$ cat config.mk
export PLATFORM = sky130hd
export DESIGN_NAME = gpio_guard_port
export DESIGN_NICKNAME = d
export VERILOG_FILES = /design/src/rtl/gpio_guard_pkg.sv /design/src/rtl/gpio_guard_perm.sv /design/src/rtl/gpio_guard_sync.sv /design/src/rtl/gpio_guard_outreg.sv /design/src/rtl/gpio_guard_port.sv
export SDC_FILE = /design/constraint.sdc
export NUM_CORES = 1
export LEC_CHECK = 0
export ABC_AREA = 0
export BUFFER_PORTS_ARGS = -buffer_cell sky130_fd_sc_hd__buf_4
export CAP_MARGIN = 20
export CELL_PAD_IN_SITES_DETAIL_PLACEMENT = 1
export CELL_PAD_IN_SITES_GLOBAL_PLACEMENT = 1
export CORE_AREA = 2 2 84 86
export DETAILED_ROUTE_END_ITERATION = 8
export DIE_AREA = 0 0 86 88
export GPL_TIMING_DRIVEN = 0
export PLACE_DENSITY = 0.82
export SETUP_SLACK_MARGIN = 0.2
export SLEW_MARGIN = 10
export SYNTH_ARGS = -nofsm -noshare
export SYNTH_HDL_FRONTEND = slang
export SYNTH_HIERARCHICAL = 1
export SYNTH_SLANG_ARGS = --single-unit
$ cat constraint.sdc
create_clock -name clk -period 1.7 [get_ports clk]
set_input_delay 0.255 -clock clk [delete_from_list [all_inputs] [get_ports clk]]
set_output_delay 0.255 -clock clk [all_outputs]
set_load 0.05 [all_outputs]
$ cat src/rtl/gpio_guard_pkg.sv
package gpio_guard_pkg;

  localparam logic [7:0] OFS_DOUT = 8'h00;
  localparam logic [7:0] OFS_SET  = 8'h04;
  localparam logic [7:0] OFS_CLR  = 8'h08;
  localparam logic [7:0] OFS_TGL  = 8'h0C;
  localparam logic [7:0] OFS_DIN  = 8'h10;
  localparam logic [7:0] OFS_DIR  = 8'h14;
  localparam logic [7:0] OFS_ATTR = 8'h1C;

  localparam int MODE_W = 3;

  typedef enum logic [1:0] {
    CLS_UN = 2'd0,
    CLS_US = 2'd1,
    CLS_PS = 2'd2
  } acc_class_e;

  typedef enum logic [1:0] {
    OUT_LOAD = 2'd0,
    OUT_SET  = 2'd1,
    OUT_CLR  = 2'd2,
    OUT_TGL  = 2'd3
  } out_op_e;

  typedef struct packed {
    logic rd;
    logic wr;
  } grant_t;

  // Grant vector ordered {ps_rd, ps_wr, us_rd, us_wr, un_rd, un_wr}
  function automatic logic [5:0] mode_grants(input logic [MODE_W-1:0] mode);
    logic [5:0] g;
    case (mode)
      3'd0:    g = 6'b11_11_11;
      3'd1:    g = 6'b11_11_10;
      3'd2:    g = 6'b11_11_00;
      3'd3:    g = 6'b11_10_10;
      3'd4:    g = 6'b11_10_00;
      3'd5:    g = 6'b11_00_00;
      3'd6:    g = 6'b10_00_00;
      default: g = 6'b00_00_00;
    endcase
    return g;
  endfunction

endpackage

$ cat src/rtl/gpio_guard_perm.sv
module gpio_guard_perm
  import gpio_guard_pkg::*;
(
  input  logic [MODE_W-1:0] mode,
  input  logic              priv,
  input  logic              secure,
  output logic              rd_ok,
  output logic              wr_ok
);

  acc_class_e cls;
  logic [5:0] table_row;
  grant_t     pick;

  always_comb begin
    if (secure && priv)   cls = CLS_PS;
    else if (secure)      cls = CLS_US;
    else                  cls = CLS_UN;
  end

  always_comb begin
    table_row = mode_grants(mode);
    case (cls)
      CLS_PS:  pick = grant_t'(table_row[5:4]);
      CLS_US:  pick = grant_t'(table_row[3:2]);
      default: pick = grant_t'(table_row[1:0]);
    endcase
  end

  assign rd_ok = pick.rd;
  assign wr_ok = pick.wr;

endmodule

$ cat src/rtl/gpio_guard_sync.sv
module gpio_guard_sync #(
  parameter int WIDTH  = 8,
  parameter int STAGES = 2
) (
  input  logic             clk,
  input  logic             rst_n,
  input  logic [WIDTH-1:0] async_in,
  output logic [WIDTH-1:0] sync_out
);

  logic [WIDTH-1:0] stage_q [STAGES];

  for (genvar s = 0; s < STAGES; s++) begin : g_stage
    if (s == 0) begin : g_first
      always_ff @(posedge clk or negedge rst_n) begin
        if (!rst_n) stage_q[s] <= '0;
        else        stage_q[s] <= async_in;
      end
    end else begin : g_next
      always_ff @(posedge clk or negedge rst_n) begin
        if (!rst_n) stage_q[s] <= '0;
        else        stage_q[s] <= stage_q[s-1];
      end
    end
  end

  assign sync_out = stage_q[STAGES-1];

endmodule

$ cat src/rtl/gpio_guard_outreg.sv
module gpio_guard_outreg
  import gpio_guard_pkg::*;
#(
  parameter int WIDTH = 8
) (
  input  logic             clk,
  input  logic             rst_n,
  input  logic             upd,
  input  out_op_e          op,
  input  logic [WIDTH-1:0] mask,
  output logic [WIDTH-1:0] q
);

  logic [WIDTH-1:0] nxt;

  for (genvar i = 0; i < WIDTH; i++) begin : g_bit
    always_comb begin
      case (op)
        OUT_SET: nxt[i] = q[i] | mask[i];
        OUT_CLR: nxt[i] = q[i] & ~mask[i];
        OUT_TGL: nxt[i] = q[i] ^ mask[i];
        default: nxt[i] = mask[i];
      endcase
    end
  end

  always_ff @(posedge clk or negedge rst_n) begin
    if (!rst_n)   q <= '0;
    else if (upd) q <= nxt;
  end

endmodule

$ cat src/rtl/gpio_guard_port.sv
module gpio_guard_port
  import gpio_guard_pkg::*;
#(
  parameter int PINS        = 8,
  parameter int ADDR_W      = 5,
  parameter int SYNC_STAGES = 2
) (
  input  logic              clk,
  input  logic              rst_n,
  input  logic [ADDR_W-1:0] bus_addr,
  input  logic [PINS-1:0]   bus_wdata,
  input  logic              bus_we,
  input  logic              bus_re,
  input  logic              bus_priv,
  input  logic              bus_secure,
  output logic [PINS-1:0]   bus_rdata,
  output logic              bus_err,
  output logic [PINS-1:0]   pin_out,
  output logic [PINS-1:0]   pin_oe,
  input  logic [PINS-1:0]   pin_in,
  input  logic [PINS-1:0]   pin_dig_en
);

  localparam int LOCK_BIT = PINS - 1;
  localparam int PAD_W    = PINS - MODE_W - 1;

  logic [MODE_W-1:0] mode_q;
  logic              lock_q;
  logic [PINS-1:0]   dir_q;
  logic [PINS-1:0]   dout_q;
  logic [PINS-1:0]   pin_sync;
  logic [PINS-1:0]   din_view;
  logic              rd_ok, wr_ok;
  logic              rd_go, wr_go;
  logic              hit_dout, hit_set, hit_clr, hit_tgl;
  logic              hit_din, hit_dir, hit_attr;
  logic              out_upd;
  out_op_e           out_op;
  logic [PINS-1:0]   rd_val;
  logic [PINS-1:0]   rdata_q;
  logic              err_q;

  // Access class and mode check
  gpio_guard_perm u_perm (
    .mode   (mode_q),
    .priv   (bus_priv),
    .secure (bus_secure),
    .rd_ok  (rd_ok),
    .wr_ok  (wr_ok)
  );

  assign rd_go = bus_re & rd_ok;
  assign wr_go = bus_we & wr_ok;

  // Offset decode
  assign hit_dout = (bus_addr == ADDR_W'(OFS_DOUT));
  assign hit_set  = (bus_addr == ADDR_W'(OFS_SET));
  assign hit_clr  = (bus_addr == ADDR_W'(OFS_CLR));
  assign hit_tgl  = (bus_addr == ADDR_W'(OFS_TGL));
  assign hit_din  = (bus_addr == ADDR_W'(OFS_DIN));
  assign hit_dir  = (bus_addr == ADDR_W'(OFS_DIR));
  assign hit_attr = (bus_addr == ADDR_W'(OFS_ATTR));

  // Output latch and its atomic update paths
  assign out_upd = wr_go & (hit_dout | hit_set | hit_clr | hit_tgl);

  always_comb begin
    if (hit_set)      out_op = OUT_SET;
    else if (hit_clr) out_op = OUT_CLR;
    else if (hit_tgl) out_op = OUT_TGL;
    else              out_op = OUT_LOAD;
  end

  gpio_guard_outreg #(.WIDTH(PINS)) u_out (
    .clk   (clk),
    .rst_n (rst_n),
    .upd   (out_upd),
    .op    (out_op),
    .mask  (bus_wdata),
    .q     (dout_q)
  );

  // Direction mask
  always_ff @(posedge clk or negedge rst_n) begin
    if (!rst_n)               dir_q <= '0;
    else if (wr_go & hit_dir) dir_q <= bus_wdata;
  end

  // Attribute check register: mode frozen by a sticky lock
  always_ff @(posedge clk or negedge rst_n) begin
    if (!rst_n) begin
      mode_q <= '0;
      lock_q <= 1'b0;
    end else if (wr_go & hit_attr) begin
      if (!lock_q)               mode_q <= bus_wdata[MODE_W-1:0];
      if (bus_wdata[LOCK_BIT])   lock_q <= 1'b1;
    end
  end

  // Pin input path
  gpio_guard_sync #(.WIDTH(PINS), .STAGES(SYNC_STAGES)) u_sync (
    .clk      (clk),
    .rst_n    (rst_n),
    .async_in (pin_in),
    .sync_out (pin_sync)
  );

  assign din_view = pin_sync & pin_dig_en;

  // Read mux
  always_comb begin
    rd_val = '0;
    if (hit_dout)      rd_val = dout_q;
    else if (hit_din)  rd_val = din_view;
    else if (hit_dir)  rd_val = dir_q;
    else if (hit_attr) rd_val = {lock_q, {PAD_W{1'b0}}, mode_q};
  end

  always_ff @(posedge clk or negedge rst_n) begin
    if (!rst_n) begin
      rdata_q <= '0;
      err_q   <= 1'b0;
    end else begin
      rdata_q <= rd_go ? rd_val : '0;
      err_q   <= (bus_re & ~rd_ok) | (bus_we & ~wr_ok);
    end
  end

  assign bus_rdata = rdata_q;
  assign bus_err   = err_q;
  assign pin_oe    = dir_q;
  assign pin_out   = dout_q & dir_q;

endmodule

== After elaboration in Yosys (flattened, before gate mapping) ==
Cells that the tools add are included.
Widths: inputs -> output; s select.
Storage, ports and cells
  word-level logic and storage cells: 98
  bits in registers: 45
  input port bits: 35
  output and inout bits: 25
Operators by class
  mux-type cells: 20
  equality and inequality tests: 17
  bitwise gates (word level): 48
  reduce and logical (&&, ||, !) cells: 5
Operator list (count)
  $pmux 6 s7: 1
  $mux 8: 5
  $pmux 1 s3: 8
  $and 8x8->8: 2
  $and 1x1->1: 15
  $eq 5x5->1 const B: 3
  $or 1x1->1: 12
  $not 1->1: 11
  $eq 5x4->1 const B: 2
  $eq 3x3->1 const B: 3
  $mux 2: 4
  $xor 1x1->1: 8
  $eq 2x2->1 const B: 3
  $eq 3x2->1 const B: 2
  $eq 5x3->1 const B: 1
  $logic_not 5->1: 1
  $eq 2x1->1 const B: 2
  $pmux 2 s2: 1
  $reduce_and 2->1: 2
  $eq 3x1->1 const B: 1
  $logic_not 3->1: 1
  $logic_and 1x1->1: 1
  $mux 1: 1

== Depth between registers and ports, before layout ==
Gate-level depths: netlist of the first run.
  depth in word-level cells: 7
  gate-level depth with buffers: 10
  depth with buffers taken out: 8

== Modules after synthesis ==
The synthesis of the first run kept the hierarchy.
Modules (own cells, without submodules)
  gpio_guard_port: seq. area each 525.5 um2, cells an instance 100, times used 1, area an instance 1143.6 um2
  gpio_guard_outreg: seq. area each 200.2 um2, cells an instance 79, times used 1, area an instance 818.3 um2
  gpio_guard_sync: seq. area each 400.4 um2, cells an instance 24, times used 1, area an instance 460.4 um2
  gpio_guard_perm: seq. area each 0.0 um2, cells an instance 12, times used 1, area an instance 66.3 um2

== Least setup slack after synthesis of the first run ==
OpenSTA, ideal clock, no wires.
  path kind: register to register
  from: register mode_q[0]
  to: register u_out.q[1]
  path buffers: 2
  period minus slack after synthesis: 1.784 ns
  data required time: 1.559 ns
  arrival: 1.643 ns
  cell stages (with the launch flop): 11
  path slack: -0.084 ns
  cells stage by stage: dfrtp_1 -> inv_1 -> o21ai_1 -> o21ai_1 -> and4bb_2 -> nor2b_1 -> buf_6 -> nor2b_4 -> buf_6 -> o211ai_2 -> o221ai_1
Between the ends
  cells in the longest elaborated chain, start to end: 5
RTL lines
  from (decl): line gpio_guard_port.sv:27  | logic [MODE_W-1:0] mode_q;
  from (signal assigned): line gpio_guard_port.sv:95  | if (!lock_q) mode_q <= bus_wdata[MODE_W-1:0];
  $eq 3x3->1, or another cell as far along: line gpio_guard_pkg.sv:34  | case (mode)
  $pmux 6 s7 *: line gpio_guard_pkg.sv:34
  $pmux 2 s2 *: line gpio_guard_perm.sv:23  | case (cls)
  via wr_ok: line gpio_guard_port.sv:33  | logic rd_ok, wr_ok;
  $and 1x1->1 *: line gpio_guard_port.sv:53  | assign wr_go = bus_we & wr_ok;
  $and 1x1->1 *: line gpio_guard_port.sv:65  | assign out_upd = wr_go & (hit_dout | hit_set | hit_clr | hit_tgl);
  via out_upd: line gpio_guard_port.sv:37  | logic out_upd;
  to (signal assigned): line gpio_guard_outreg.sv:29  | else if (upd) q <= nxt;
  to (decl): line gpio_guard_outreg.sv:11  | output logic [WIDTH-1:0] q
The timed path passes the listed nets; every way through them passes the cells marked *.
A chain may end at the register's enable or synchronous reset.

== Worst setup path in the final report of the first run ==
  from: register mode_q[2]
  to: register u_out.q[2]
Same word-level chain as after synthesis.

==> results of run 1 <==
==> sequential cells by signal, summed over array words and instances (netlist names) <==
register,count
bus_err,1
bus_rdata,8
lock_q,1
mode_q,3
pin_oe,8
u_out/q,8
u_sync/stage_q,8
u_sync/sync_out,8
==> per-stage QoR <==
step,setup WS (ns),hold WS [ns],util,setup TNS [ns]
after floorplan,-0.06081,-0.04059,-,-0.4453
after global placement,-0.3331,0.2924,0.4584,-2.585
after detailed placement,-0.3278,0.2992,0.4584,-2.541
after CTS,-0.06586,0.04273,0.4893,-0.3714
after global routing,-0.1824,0.03657,0.4951,-3.157
final,-0.09724,0.05212,0.4951,-0.9387
==> cell usage in the layout, fill, tap and decap left out, types with 2 or more instances in the layout <==
| cell type | count |
|---|---|
| mux2i_1 | 9 |
| o221ai_1 | 3 |
| a311oi_1 | 4 |
| nand2_1 | 9 |
| o221ai_2 | 4 |
| o21ai_2 | 2 |
| buf_4 | 77 |
| inv_1 | 18 |
| mux2_4 | 2 |
| o22ai_1 | 2 |
| clkbuf_8 | 7 |
| nor2b_4 | 2 |
| dfrtp_2 | 2 |
| a21bo_2 | 6 |
| buf_2 | 3 |
| a21o_1 | 3 |
| buf_6 | 2 |
| nor3b_1 | 2 |
| a32oi_1 | 6 |
| and2_1 | 9 |
| nor3_1 | 3 |
| nand3_1 | 8 |
| dfrtp_1 | 43 |
| o211ai_2 | 7 |
| mux2_2 | 9 |
| a21oi_1 | 3 |
| nand2_2 | 2 |
| nand2b_1 | 7 |
| ha_1 | 16 |
==> layout make-up <==
| type | count | area (sq um) |
|---|---|---|
| inverters | 19 | 71.32 |
| repair buffers | 69 | 520.5 |
| clock inverters | 1 | 5.005 |
| well taps | 80 | 100.1 |
| multi-input cells | 133 | 1219 |
| fillers | 716 | 3354 |
| plain buffers | 18 | 148.9 |
| clock buffers | 7 | 96.34 |
| flip-flops and latches | 45 | 1129 |
==> routing by layer <==
metal | vias up | wire [um]
li1 | 912 | -
met1 | 976 | 2779
met2 | 66 | 3484
met3 | 16 | 289
met4 | 0 | 120
met5 | - | 0
==> worst max-delay path: stages (launching register included) <==
cell	delay, ns
dfrtp_2	0.43
buf_4	0.15
o21ai_2	0.14
and4bb_2	0.26
nor2b_4	0.16
buf_6	0.11
nor2b_4	0.14
buf_8	0.15
o211ai_2	0.10
o221ai_2	0.08
==> cell families (layout without fill, tap and decap cells) <==
logic type               count (synthesis)  after routing  synth area share
AO/OA/AOI/OAI                           43             43            0.1543
adder cells (fa/ha/maj)                 16             16           0.08044
flip-flops                              45             45            0.4525
AND/OR/NAND/NOR                         54             54            0.1398
multiplexers                            20             20           0.08597
buffers and inverters                   37            114           0.08697
==> report_power, final <==
| part | switching, mW | total, mW | internal (mW) |
|---|---|---|---|
| sequential | 0.129 | 1.33 | 1.20 |
| clock | 0.377 | 0.745 | 0.368 |
| combinational | 0.586 | 1.01 | 0.421 |
==> path summary, 6_finish.rpt <==
| path | end | slack (ns) |
|---|---|---|
| setup / recovery | u_out/q[2] | -0.1 |
| hold / removal | u_sync/stage_q[14] | 0.05 |
| setup reg to reg | u_out/q[2] | -0.1 |
| hold reg to reg | u_sync/sync_out[1] | 0.35 |
| max in group asynchronous | mode_q[0] | 0.80 |
| min in group asynchronous | pin_oe[1] | 0.47 |
==> repair_timing <==
| action | CTS | global route |
|---|---|---|
| pin swaps | 10 | 1 |
| setup buffers | 8 | 1 |
| hold endpoints to repair | 45 | 0 |
| gates resized for setup | 10 | 7 |
| hold buffers | 1 | 0 |
| endpoints found under the setup margin | 21 | 27 |
==> results.yml, run 1 <==
drt:
  ant_nets: 0
  vias: 1970
  wl_per_cell_um: 17.94
  drt-total-wl_um: 6673
  drtIter0Drc: 63
  viasPerCell: 5.296
  drcViolationCount: 0
  drt_pre_antenna_iters: 4
die:
  rows: 30
  start_util: 0.3746
  core_area_sq_um: 6644
  dieHeight_um: 88
  dieArea_sq_um: 7568
  io_pins: 60
  die_x_um: 86
cells_and_area:
  final_cell_count_no_fill: 372
  diodes: 0
  syn_to_final_growth_pct: 32.18
  final_nets: 342
  layout-drive-gt1-share: 0.4795
  fin_area_sq_um: 3289
timing:
  hold_violations: 0
  tightest_slew_ns: 0.7344
  slew_viol_final: 0
  timing.fmax_mhz: 556.4
  setup_ws_ns: -0.09724
  relSlewSlack: 0.5063
  setup_viol: 22
  min_period_ns: 1.797
  finalCritPeriodShare: 1.057
  finClkSkew_ns: 0.008420
  rsz0062_at_grt: "true"
power:
  ir_drop_mv: 0.4662
  p_total_mw: 3.078
  p_per_area_nw_per_um2: 935.7
  p_leak_nw: 1.549
yosys:
  syn_avg_cell_area_sq_um: 11.58
  synthCells: 215
  yosysWarnings: 6
  syn-num-nets: 266
  ys.flop_type: "dfrtp_1"
  synthDistinctLibCells: 40
  synth_top_area_share: 0.4525
  ys_seq_area_frac: 0.4525
  synth.top_cells.by_count: "dfrtp_1, inv_1, ha_1"
  yosysTopAreaCell: "dfrtp_1"
  synth_most_common_cell: "dfrtp_1"
  synthesis.area_sq_um: 2489
  synthTopCellsByArea: "dfrtp_1, ha_1, mux2_2, mux2i_1, o211ai_2"
  async_reset_ff_frac: 1.000
  synth-edff-count: 0
  ys_ff_latch: 45
global_route:
  grt_pass1_vias: 2102
  antenna_found_initial: 0
  grt_util_met3: 0.03864
  grt_usage: 0.1809
  grt_remaining_overflow: 0
  grt_pass1_wl_um: 10520
  top_usage_layer: "met2"
  grt_start_max_net_pins: 46
  grt.met1_usage: 0.2203
  use_met2: 0.3150
setup_path:
  critPathLaunch: "mode_q[2]"
  reg2reg_depth: 9
  critPathMaxFanout: 8
  crit_type: "reg -> reg"
  cp.required_ns: 1.93
  rr_startpoint: "mode_q[2]"
  end_kind: "register"
  critPathLaunchType: "register"
  arrival_ns: 2.02
placement:
  dp.cells: 354
  dpl_cell_area_sq_um: 3045
  dpl.hpwl_um: 4745
  port_buffers: 59
  place.gp.congestion: 0.7923
run_status:
  violations: "setup timing"
  outcome: "finished, violations left"
job:
  cap_viol_max_count: 0
cts:
  cts-root-buf: "clkbuf_8"
  clk_pin_slew_ns: 0.09
  clk_latency_ns: 0.31
  cts_buffer_depth: 2
  cts_tree: "yes"
  cts_buffers: 5
  htreeDepth: 2
  cts_sinks: 45
hold_path:
  min-delay-path-class: "in -> reg"
  hp-start: "pin_in[6]"
  whs_path_depth: 1
Power figures use the tool's default switching activity.
==> inputs of run 2 (changes only) <==
CORE_AREA = 2 2 85 87   (was 2 2 84 86)
DIE_AREA = 0 0 87 89   (was 0 0 86 88)
PLACE_DENSITY = 0.81   (was 0.82)
SYNTH_HIERARCHICAL = not set   (was 1)
==> run 2 against run 1 <==
Against the previous run: the flow still finishes with violations (setup timing); clock power is 9.1% lower; area after synthesis is 0.35% lower; count of clock-buffer cells in the layout is 2 lower; first-iteration DRC count is 11% higher; cell count is 4.3% higher; global-route usage is 0.46 points higher; combinational power is 21% lower; via count is 3.5% higher; setup slack worse by 0.0031 ns; routed wire length is 8.9% higher; critical endpoint is now u_out.q[1]; largest power group unchanged; highest routed layer unchanged.
==> results.yml, run 2 <==
run_status:
  outcome: "finished, violations left"
  violations: "setup timing"
yosys:
  synthDistinctLibCells: 42
  syn_avg_cell_area_sq_um: 11.22
  ys_seq_area_frac: 0.4541
  yosysTopAreaCell: "dfrtp_1"
  yosysWarnings: 0
  synth_most_common_cell: "dfrtp_1"
  syn-num-nets: 272
  synthesis.area_sq_um: 2480
  synth_top_area_share: 0.4541
  async_reset_ff_frac: 1.000
  ys_ff_latch: 45
  ys.flop_type: "dfrtp_1"
  synth-edff-count: 0
  synthCells: 221
  synth.top_cells.by_count: "dfrtp_1, inv_1, mux2_2"
  synthTopCellsByArea: "dfrtp_1, mux2_2, ha_1, inv_1, nand2b_1"
cells_and_area:
  syn_to_final_growth_pct: 39.56
  layout-drive-gt1-share: 0.4416
  layout_commonest_cell: "buf_4"
  final_nets: 358
  fin_area_sq_um: 3461
  final_cell_count_no_fill: 388
  final_cell_mix: "buf_4, dfrtp_1, inv_1"
  diodes: 0
setup_path:
  rrSetupSlack_ns: -0.10
  r2r_end: "u_out.q[1]"
  rr_startpoint: "mode_q[0]"
  crit_type: "reg -> reg"
  cp.required_ns: 1.88
  end_kind: "register"
  critPathLaunchType: "register"
  reg2reg_depth: 6
  critPathMaxFanout: 5
  arrival_ns: 1.98
  crit_end: "u_out.q[1]"
  critPathLaunch: "mode_q[0]"
die:
  dieArea_sq_um: 7743
  io_pins: 60
  core_area_sq_um: 6719
  die_x_um: 87
  dieHeight_um: 89
  rows: 30
  start_util: 0.3691
timing:
  hold_violations: 0
  rsz0062_at_grt: "true"
  finalCritPeriodShare: 1.059
  relSlewSlack: 0.5752
  slew_viol_final: 0
  setup_ws_ns: -0.1003
  hold_slack_ns: 0.06173
  tightest_slew_ns: 0.6372
  timing.fmax_mhz: 555.5
  min_period_ns: 1.800
  finClkSkew_ns: 0.008196
  setup_viol: 22
cts:
  htreeDepth: 2
  cts_tree: "yes"
  cts_sinks: 45
  clk_pin_slew_ns: 0.09
  cts_buffers: 5
  cts_buffer_depth: 2
  clk_latency_ns: 0.30
  cts-root-buf: "clkbuf_8"
global_route:
  grt_pass1_wl_um: 11020
  grt_usage: 0.1855
  antenna_found_initial: 0
  grt_pass1_vias: 2235
  grt_remaining_overflow: 0
  grt_start_max_net_pins: 46
drt:
  wl_per_cell_um: 18.73
  drt-total-wl_um: 7267
  drtIter0Drc: 70
  viasPerCell: 5.253
  drcViolationCount: 0
  vias: 2038
  drt_pre_antenna_iters: 4
  ant_nets: 0
placement:
  dpl_cell_area_sq_um: 3068
  dp.cells: 359
  port_buffers: 58
  dpl.hpwl_um: 4897
  place.gp.congestion: 0.7727
power:
  p_per_area_nw_per_um2: 800.1
  ir_drop_mv: 0.5224
  p_leak_nw: 1.665
hold_path:
  hp-start: "pin_in[0]"
  min-delay-path-class: "in -> reg"
job:
  cap_viol_max_count: 0
==> run 2: layout make-up <==
| class | count | area, sq um |
|---|---|---|
| fillers | 734 | 3258 |
| well taps | 80 | 100.1 |
| repair buffers | 79 | 623.1 |
| inverters | 21 | 81.33 |
| multi-input cells | 144 | 1361 |
| clock buffers | 5 | 68.82 |
| plain buffers | 11 | 76.32 |
| clock inverters | 3 | 21.27 |
| flip-flops and latches | 45 | 1129 |
==> run 2: worst min-delay path by stage <==
stage | cells past startpoint | slack (ns) | end
after floorplan | 0 | -0.04 | bus_err
after global placement | 1 | 0.29 | pin_oe[1]
after detailed placement | 1 | 0.30 | pin_oe[1]
after CTS | 1 | 0.06 | u_sync.stage_q[10]
after global routing | 1 | 0.05 | u_sync.stage_q[10]
final | 1 | 0.06 | u_sync.stage_q[8]
==> run 2: routing by layer <==
layer  global-route usage  share of wire  vias to the layer above
met5                    0              0                        -
met4              0.03409          0.011                        0
met3              0.02678          0.029                        9
met2               0.3636           0.55                       45
met1               0.2147           0.41                     1039
li1                     -              -                      945
==> run 2: kinds of logic (layout without fill, tap and decap cells) <==
group,after synthesis,count (layout),share of synthesized area
simple gates,57,57,0.1418
compound gates,48,48,0.1700
flops,45,45,0.4541
buf+inv,32,119,0.05147
mux,23,23,0.1019
fa+ha+maj,16,16,0.08073
==> run 2: timing repair <==
item	in CTS	in global routing
endpoints found under the setup margin	29	29
setup buffers	17	3
endpoints found under the hold margin	45	0
gates resized for setup	20	10
hold buffers	1	0
pin swaps	4	7
gates cloned	0	0
==> run 2: report_power, final <==
| group | switching, mW | internal, mW |
|---|---|---|
| sequential | 0.124 | 1.17 |
| combinational | 0.450 | 0.351 |
| clock | 0.385 | 0.292 |
==> run 2: metrics by stage <==
step           setup slack [ns]  utilization  total power, mW  setup TNS (ns)
2_1_floorplan          -0.04607            -            1.741         -0.4822
3_3_place_gp            -0.3879       0.4566            2.004          -8.605
3_5_place_dp            -0.4855       0.4566            2.046          -9.907
4_1_cts                -0.05557       0.5054            2.757         -0.5609
5_1_grt                 -0.1573       0.5151            2.906          -2.704
6_report                -0.1003       0.5151            2.769          -1.243
==> run 2: worst max-delay path, stage by stage, from the launching register on <==
cell	delay [ns]
dfrtp_1	0.42
or2b_4	0.24
nand3b_4	0.12
buf_6	0.15
a211oi_4	0.27
buf_6	0.18
mux2_4	0.30
